$ cat src/rtl/rbg_pkg.sv
// Shared types and timing constants for the ramped pulse train generator.
// Assumes: all durations are expressed in ticks of the prescaler.
package rbg_pkg;

    typedef enum logic [1:0] {
        PH_SYNC = 2'd0,
        PH_ON   = 2'd1,
        PH_OFF  = 2'd2,
        PH_IDLE = 2'd3
    } phase_t;

    typedef enum logic [1:0] {
        ALT_DROP    = 2'd0,
        ALT_REVERSE = 2'd1,
        ALT_EXTEND  = 2'd2,
        ALT_HALVE   = 2'd3
    } alt_t;

    localparam int SYNC_TICKS  = 50;
    localparam int RAMP_STEP   = 50;
    localparam int ON_UNIT     = 100;
    localparam int OFF_UNIT    = 100;
    localparam int IDLE_UNIT   = 500;
    localparam int BASE_PULSES = 4;
    localparam int PULSE_DELTA = 3;

endpackage

$ cat src/rtl/rbg_tick.sv
// Free-running prescaler: raises tick_o for one cycle in every DIV cycles.
// Assumes: DIV >= 1; with DIV = 1 the tick is permanently high.
module rbg_tick #(
    parameter int DIV = 100
) (
    input  logic clk,
    input  logic rst_n,
    output logic tick_o
);
    localparam int CW = (DIV > 1) ? $clog2(DIV) : 1;

    logic [CW-1:0] cnt;

    assign tick_o = (cnt == CW'(DIV - 1));

    // Count clock cycles modulo DIV.
    always_ff @(posedge clk) begin
        if (!rst_n)
            cnt <= '0;
        else if (tick_o)
            cnt <= '0;
        else
            cnt <= cnt + CW'(1);
    end

endmodule

$ cat src/rtl/rbg_debounce.sv
// Two-flop synchroniser plus stable-count filter for one push button.
// press_o pulses for one cycle when the filtered level rises.
// Assumes: the button is active high and idles low.
module rbg_debounce #(
    parameter int DEB_CYC = 1000
) (
    input  logic clk,
    input  logic rst_n,
    input  logic btn_i,
    output logic press_o
);
    localparam int CW = $clog2(DEB_CYC + 1);

    logic          meta_q;
    logic          sync_q;
    logic          stable_q;
    logic [CW-1:0] cnt;

    // Synchronise, then accept a new level only after DEB_CYC agreeing cycles.
    always_ff @(posedge clk) begin
        if (!rst_n) begin
            meta_q   <= 1'b0;
            sync_q   <= 1'b0;
            stable_q <= 1'b0;
            cnt      <= '0;
            press_o  <= 1'b0;
        end else begin
            meta_q  <= btn_i;
            sync_q  <= meta_q;
            press_o <= 1'b0;
            if (sync_q != stable_q) begin
                if (cnt == CW'(DEB_CYC - 1)) begin
                    stable_q <= sync_q;
                    cnt      <= '0;
                    press_o  <= sync_q;
                end else begin
                    cnt <= cnt + CW'(1);
                end
            end else begin
                cnt <= '0;
            end
        end
    end

endmodule

$ cat src/rtl/rbg_sequencer.sv
// Phase sequencer: marker window, ramped pulses, off-times, idle gap.
// Latches the requested enable and shape at the start of each marker.
// Assumes: codes and alt_sel_i are static while out of reset.
module rbg_sequencer
    import rbg_pkg::*;
#(
    parameter int CODE_W = 5,
    parameter int DUR_W  = 16,
    parameter int PCNT_W = 6
) (
    input  logic              clk,
    input  logic              rst_n,
    input  logic              tick_i,
    input  logic              en_req_i,
    input  logic              alt_req_i,
    input  logic [CODE_W-1:0] code_on_i,
    input  logic [CODE_W-1:0] code_off_i,
    input  logic [CODE_W-1:0] code_cnt_i,
    input  logic [CODE_W-1:0] code_idle_i,
    input  logic [1:0]        alt_sel_i,
    output logic              sync_o,
    output logic              data_o,
    output logic              en_act_o,
    output logic              alt_act_o
);
    phase_t             phase;
    logic [DUR_W-1:0]   tcnt;
    logic [PCNT_W-1:0]  pidx;
    alt_t               alt_mode;
    logic [PCNT_W-1:0]  n_base, n_pulses, last_idx, ramp_k;
    logic               halve;
    logic [DUR_W-1:0]   on_len, off_full, off_len, idle_full, idle_len;
    logic [DUR_W-1:0]   raw_len, phase_len;
    logic               phase_end;

    assign alt_mode = alt_t'(alt_sel_i);

    // Derive pulse count and ramp position from the active shape.
    always_comb begin
        n_base   = PCNT_W'(code_cnt_i) + PCNT_W'(BASE_PULSES);
        n_pulses = n_base;
        if (alt_act_o && alt_mode == ALT_DROP)
            n_pulses = n_base - PCNT_W'(PULSE_DELTA);
        else if (alt_act_o && alt_mode == ALT_EXTEND)
            n_pulses = n_base + PCNT_W'(PULSE_DELTA);
        last_idx = n_pulses - PCNT_W'(1);
        ramp_k   = (alt_act_o && alt_mode == ALT_REVERSE) ? (last_idx - pidx) : pidx;
        halve    = alt_act_o && (alt_mode == ALT_HALVE);
    end

    // Compute the length of the current phase in ticks.
    always_comb begin
        on_len    = DUR_W'(code_on_i) * DUR_W'(ON_UNIT) + DUR_W'(ramp_k) * DUR_W'(RAMP_STEP);
        off_full  = DUR_W'(code_off_i) * DUR_W'(OFF_UNIT);
        idle_full = DUR_W'(code_idle_i) * DUR_W'(IDLE_UNIT);
        off_len   = halve ? (off_full >> 1) : off_full;
        idle_len  = halve ? (idle_full >> 1) : idle_full;
        case (phase)
            PH_SYNC: raw_len = DUR_W'(SYNC_TICKS);
            PH_ON:   raw_len = on_len;
            PH_OFF:  raw_len = off_len;
            PH_IDLE: raw_len = idle_len;
            default: raw_len = DUR_W'(SYNC_TICKS);
        endcase
        phase_len = (raw_len == '0) ? DUR_W'(1) : raw_len;
        phase_end = tick_i && (tcnt == phase_len - DUR_W'(1));
    end

    // Step through phases on ticks; latch requests when a new marker starts.
    always_ff @(posedge clk) begin
        if (!rst_n) begin
            phase     <= PH_SYNC;
            tcnt      <= '0;
            pidx      <= '0;
            en_act_o  <= 1'b0;
            alt_act_o <= 1'b0;
        end else if (tick_i) begin
            if (phase_end) begin
                tcnt <= '0;
                case (phase)
                    PH_SYNC: begin
                        phase <= PH_ON;
                        pidx  <= '0;
                    end
                    PH_ON:   phase <= PH_OFF;
                    PH_OFF: begin
                        if (pidx == last_idx) begin
                            phase <= PH_IDLE;
                        end else begin
                            phase <= PH_ON;
                            pidx  <= pidx + PCNT_W'(1);
                        end
                    end
                    default: begin
                        phase     <= PH_SYNC;
                        en_act_o  <= en_req_i;
                        alt_act_o <= alt_req_i;
                    end
                endcase
            end else begin
                tcnt <= tcnt + DUR_W'(1);
            end
        end
    end

    assign sync_o = (phase == PH_SYNC);
    assign data_o = en_act_o && (phase == PH_ON);

endmodule

$ cat src/rtl/ramp_burst_gen.sv
// Top of the ramped pulse train generator: prescaler, two button filters,
// toggle registers and the phase sequencer.
// Assumes: CLK_HZ is a multiple of 1 MHz (or of 1 kHz when DEBUG = 1).
module ramp_burst_gen
    import rbg_pkg::*;
#(
    parameter int CLK_HZ = 100_000_000,
    parameter bit DEBUG  = 1'b0,
    parameter int DEB_US = 10_000,
    parameter int CODE_W = 5
) (
    input  logic              clk,
    input  logic              rst_n,
    input  logic              btn_en_i,
    input  logic              btn_sel_i,
    input  logic [CODE_W-1:0] code_on_i,
    input  logic [CODE_W-1:0] code_off_i,
    input  logic [CODE_W-1:0] code_cnt_i,
    input  logic [CODE_W-1:0] code_idle_i,
    input  logic [1:0]        alt_sel_i,
    output logic              sync_o,
    output logic              data_o
);
    localparam int TICK_DIV = DEBUG ? (CLK_HZ / 1000) : (CLK_HZ / 1_000_000);
    localparam int DEB_RAW  = (CLK_HZ / 1000) * DEB_US / 1000;
    localparam int DEB_CYC  = (DEB_RAW < 1) ? 1 : DEB_RAW;
    localparam int MAXC     = (1 << CODE_W) - 1;
    localparam int MAXN     = MAXC + BASE_PULSES + PULSE_DELTA;
    localparam int MAX_DUR  = MAXC * (IDLE_UNIT + ON_UNIT) + MAXN * RAMP_STEP;
    localparam int DUR_W    = $clog2(MAX_DUR + 1);
    localparam int PCNT_W   = $clog2(MAXN + 1);

    logic       tick;
    logic [1:0] btn_raw;
    logic [1:0] btn_press;
    logic       en_req, alt_req;
    logic       en_act, alt_act;

    assign btn_raw = {btn_sel_i, btn_en_i};

    rbg_tick #(.DIV(TICK_DIV)) u_tick (
        .clk    (clk),
        .rst_n  (rst_n),
        .tick_o (tick)
    );

    for (genvar i = 0; i < 2; i++) begin : g_btn
        rbg_debounce #(.DEB_CYC(DEB_CYC)) u_deb (
            .clk     (clk),
            .rst_n   (rst_n),
            .btn_i   (btn_raw[i]),
            .press_o (btn_press[i])
        );
    end

    // Flip the requested enable and shape on each filtered press.
    always_ff @(posedge clk) begin
        if (!rst_n) begin
            en_req  <= 1'b0;
            alt_req <= 1'b0;
        end else begin
            if (btn_press[0]) en_req  <= ~en_req;
            if (btn_press[1]) alt_req <= ~alt_req;
        end
    end

    rbg_sequencer #(
        .CODE_W (CODE_W),
        .DUR_W  (DUR_W),
        .PCNT_W (PCNT_W)
    ) u_seq (
        .clk         (clk),
        .rst_n       (rst_n),
        .tick_i      (tick),
        .en_req_i    (en_req),
        .alt_req_i   (alt_req),
        .code_on_i   (code_on_i),
        .code_off_i  (code_off_i),
        .code_cnt_i  (code_cnt_i),
        .code_idle_i (code_idle_i),
        .alt_sel_i   (alt_sel_i),
        .sync_o      (sync_o),
        .data_o      (data_o),
        .en_act_o    (en_act),
        .alt_act_o   (alt_act)
    );

endmodule

$ cat config.mk
export PLATFORM = sky130hd
export DESIGN_NAME = ramp_burst_gen
export DESIGN_NICKNAME = d
export VERILOG_FILES = /design/src/rtl/rbg_pkg.sv /design/src/rtl/rbg_tick.sv /design/src/rtl/rbg_debounce.sv /design/src/rtl/rbg_sequencer.sv /design/src/rtl/ramp_burst_gen.sv
export SDC_FILE = /design/constraint.sdc
export NUM_CORES = 1
export LEC_CHECK = 0
export BUFFER_PORTS_ARGS = -buffer_cell sky130_fd_sc_hd__buf_4
export CORE_ASPECT_RATIO = 0.5
export CORE_MARGIN = 4
export CORE_UTILIZATION = 50
export DETAILED_ROUTE_END_ITERATION = 16
export PLACE_DENSITY = 0.67
export SYNTH_ARGS = -nofsm -noshare
export SYNTH_HDL_FRONTEND = slang
export SYNTH_SLANG_ARGS = --single-unit
$ cat constraint.sdc
create_clock -name clk -period 23.6 [get_ports clk]
set_input_delay 7.08 -clock clk [delete_from_list [all_inputs] [get_ports clk]]
set_output_delay 7.08 -clock clk [all_outputs]
set_load 0.03 [all_outputs]
==> flow_summary_export.csv <==
group,metric,value,unit
outcome,status,"complete, no violations",
floorplan,die_h,95.8,µm
cts,cts.repair.resized,0,
synthesis,yosysSeqAreaShare,21.3,%
sta,final-setup-viol-count,0,
sta,drv_slew,0,
placed_design,dp_hpwl,13500,µm
cts,insertion_delay,0.33,ns
detailed_routing,drc_errors,0,
sta,timing.final.hold_violations,0,
finish,drive_above_1_share,7.40,%
placed_design,port_buffers,27,
pwr,ir_drop,44.5,µV
floorplan,fp.dieW,184,µm
sta,fmax,67.2,MHz
synthesis,synth.mux.area_fraction,1.87,%
cts,htreeDepth,3,
finish,nets,1100,
critical_path,critical_path_class,"in2reg",
critical_path,arrival,15.15,ns
sta,min_period,14.89,ns
synthesis,synthCells,937,
sta,grt_setup_unrepaired,"no",
cts,cts.sinks,82,
grt,grt_pass1_vias,6108,
synthesis,netlist_area,0.00771,mm²
critical_path,cpMostUsedCell,"ha_1",
finish,multi_input_area,0.00571,mm²
detailed_routing,vias_per_cell,5.59,
synthesis,synth_edf_count,0,
finish,synthToLayoutAreaGrowth,8.23,%
synthesis,synth_area_per_cell,8.23,µm²
grt,grt_overflow,0,
pwr,leakage,3.52,nW
sta,fin_setup_tns,0,ns
synthesis,synth-simple-area-share,24.0,%
cts,cts_setup_buffers,0,
job,cap_violations,0,
synthesis,synth_seq_cells,82,
pwr,power_density,44.5,mW/mm²
critical_path,worst-path-buf-inv,3,
critical_path,worst_ep_required_time,23.86,ns
sta,slew_headroom,50.2,%
grt,grt_pass1_wl,28800,µm
cts,root_buffer,"clkbuf_16",
critical_path,max_stage_delay,0.60,ns
finish,num_antenna_cells,0,
sta,finalCritPeriodShare,63.1,%
detailed_routing,wirelength,16800,µm
synthesis,synth_nets,1082,
grt,grt_max_degree,24,
grt,antenna_found_initial,0,
critical_path,path_depth,35,
floorplan,die_area,0.0176,mm²
detailed_routing,dr_total_vias,6475,
cts,holdBufCountCts,0,
critical_path,cp-start-kind,"primary input",
cts,clk_path_buf_depth,2,
floorplan,num_io_pins,28,
placed_design,place_congestion,0.913,
hold_path,hold_class,"reg2reg",
sta,hold_ws,0.440,ns
synthesis,async_reset_ff_share,0,%
detailed_routing,ant_nets,0,
synthesis,yosys.area_share.adder,20.8,%
cts,cts_tree,"built",
critical_path,cp_max_fo,12,
finish,final_common_cell,"nor2_1",
critical_path,cp-end-kind,"flip-flop",
synthesis,ys_types,85,
critical_path,worstRegToRegCells,31,
synthesis,synthXorXnorAreaFrac,12.6,%
hold_path,min_path_cells,1,
critical_path,crit_family,"simple AND/OR/NAND/NOR gates",
critical_path,crit_slowest_cell,"or4_1",
grt,gr-usage-all-layers,19.6,%
detailed_routing,routedWlPerCell,14.5,µm
synthesis,synthFlopType,"dfxtp_1",
synthesis,yosysWarnings,0,
finish,fillers,1389,
finish,most-common-layout-cells,"nor2_1 (114), ha_1 (104), dfxtp_1 (82), inv_1 (67), xnor2_1 (65)",
detailed_routing,drt-pass1-iter-count,5,
detailed_routing,drt_iter0_drc,346,
synthesis,synth_compound_area_share,14.7,%
cts,cts_made_buffers,9,
sta,skew,0.00747,ns
floorplan,initial_core_util,52.2,%
floorplan,coreArea,0.0148,mm²
sta,worstMarginPinSlew,0.748,ns
finish,ff_latch_area,0.00164,mm²
floorplan,rows,31,
cts,clkTransAtPathRegs,0.06,ns
synthesis,synth_top_family_by_area,"simple AND/OR/NAND/NOR gates",
## worst paths after layout
path / start / endpoint / slack [ns]
worst max-delay path: code_cnt_i[0] / u_seq.pidx[3]$_SDFFE_PN0P_ / 8.71
worst min-delay path: g_btn[1].u_deb.meta_q$_SDFF_PN0_ / g_btn[1].u_deb.sync_q$_SDFF_PN0_ / 0.44
worst max register to register: u_seq.alt_act_o$_SDFFE_PN0P_ / u_seq.pidx[3]$_SDFFE_PN0P_ / 15.05
worst min register to register: g_btn[1].u_deb.meta_q$_SDFF_PN0_ / g_btn[1].u_deb.sync_q$_SDFF_PN0_ / 0.44
## metal layers
layer | up-vias | part of all wire [%] | track usage [%]
li1 | 3333 | - | -
met1 | 2995 | 50 | 27.5
met2 | 128 | 44 | 32.8
met3 | 19 | 4.7 | 3.06
met4 | 0 | 0.81 | 2.85
met5 | - | 0 | 0
## metrics by stage
| step | util, % | total power [mW] | setup slack, ns | instance area, µm² | cells |
|---|---|---|---|---|---|
| after global placement | 54.6 | 0.243 | 8.53 | 8070 | 1142 |
| after detailed placement | 54.6 | 0.245 | 8.45 | 8070 | 1142 |
| after CTS | 56.5 | 0.374 | 8.75 | 8350 | 1158 |
| after floorplan | - | 0.221 | 9.67 | 7710 | 937 |
| after global routing | 56.5 | 0.395 | 8.12 | 8350 | 1158 |
| final | 56.5 | 0.371 | 8.71 | 8350 | 1158 |
## logic make-up after synthesis
logic type | Yosys count
muxes | 14
xor gates and xnor gates | 111
adders and majority gates | 119
buffers and inverters | 90
AOI/OAI and AO/OA | 160
DFF | 82
and+or+nand+nor | 361
## cell type report
class	instances	share of cell area [%]
multi-input combinational	765	68.4
timing repair buffer	29	2.61
clock inverter	7	0.615
tap	198	2.97
sequential	82	19.7
inverter	68	3.06
clock buffer	9	2.70
## state kept, by name (all words and copies together) (netlist names)
| register | flops |
|---|---|
| alt_req | 1 |
| g_btn.u_deb.cnt | 40 |
| g_btn.u_deb.meta_q | 2 |
| g_btn.u_deb.sync_q | 2 |
| u_seq.tcnt | 15 |
| g_btn.u_deb.stable_q | 2 |
| u_seq.en_act_o | 1 |
| u_seq.phase | 2 |
| u_tick.cnt | 7 |
| u_seq.pidx | 6 |
| g_btn.u_deb.press_o | 2 |
| en_req | 1 |
| u_seq.alt_act_o | 1 |
## power breakdown
group          total (mW)  leakage [nW]  internal, mW  switching, mW
logic               0.102          2.73        0.0437         0.0585
registers           0.140         0.662         0.139       0.000585
clock network       0.129         0.133        0.0719         0.0574
total               0.371          3.52         0.255          0.116
## cells in the mapped netlist (4+ instances only)
master	instances	share of area (%)
or4_1	7	0.68
nor4_1	6	0.49
nand4_1	13	1.1
o211ai_1	5	0.49
a211oi_1	8	0.78
and4b_1	4	0.52
dfxtp_1	82	21
o21ai_0	29	1.9
nand3_1	46	3.0
fa_1	15	3.9
nor3_1	12	0.78
nand2_1	63	3.1
a221oi_1	5	0.57
nand2b_1	11	0.89
inv_1	67	3.3
buf_2	8	0.52
a21o_1	10	0.97
xor2_1	46	5.2
nor2b_1	9	0.73
or3_1	9	0.73
ha_1	104	17
nor2_1	114	5.5
mux2i_1	11	1.4
and3_1	21	1.7
o21ai_1	5	0.32
clkbuf_1	11	0.54
o21a_1	4	0.39
a31oi_1	6	0.49
a211o_1	4	0.45
xnor2_1	65	7.4
a21oi_1	43	2.8
and2_1	15	1.2
No activity file was read; power rests on OpenSTA's default activity.
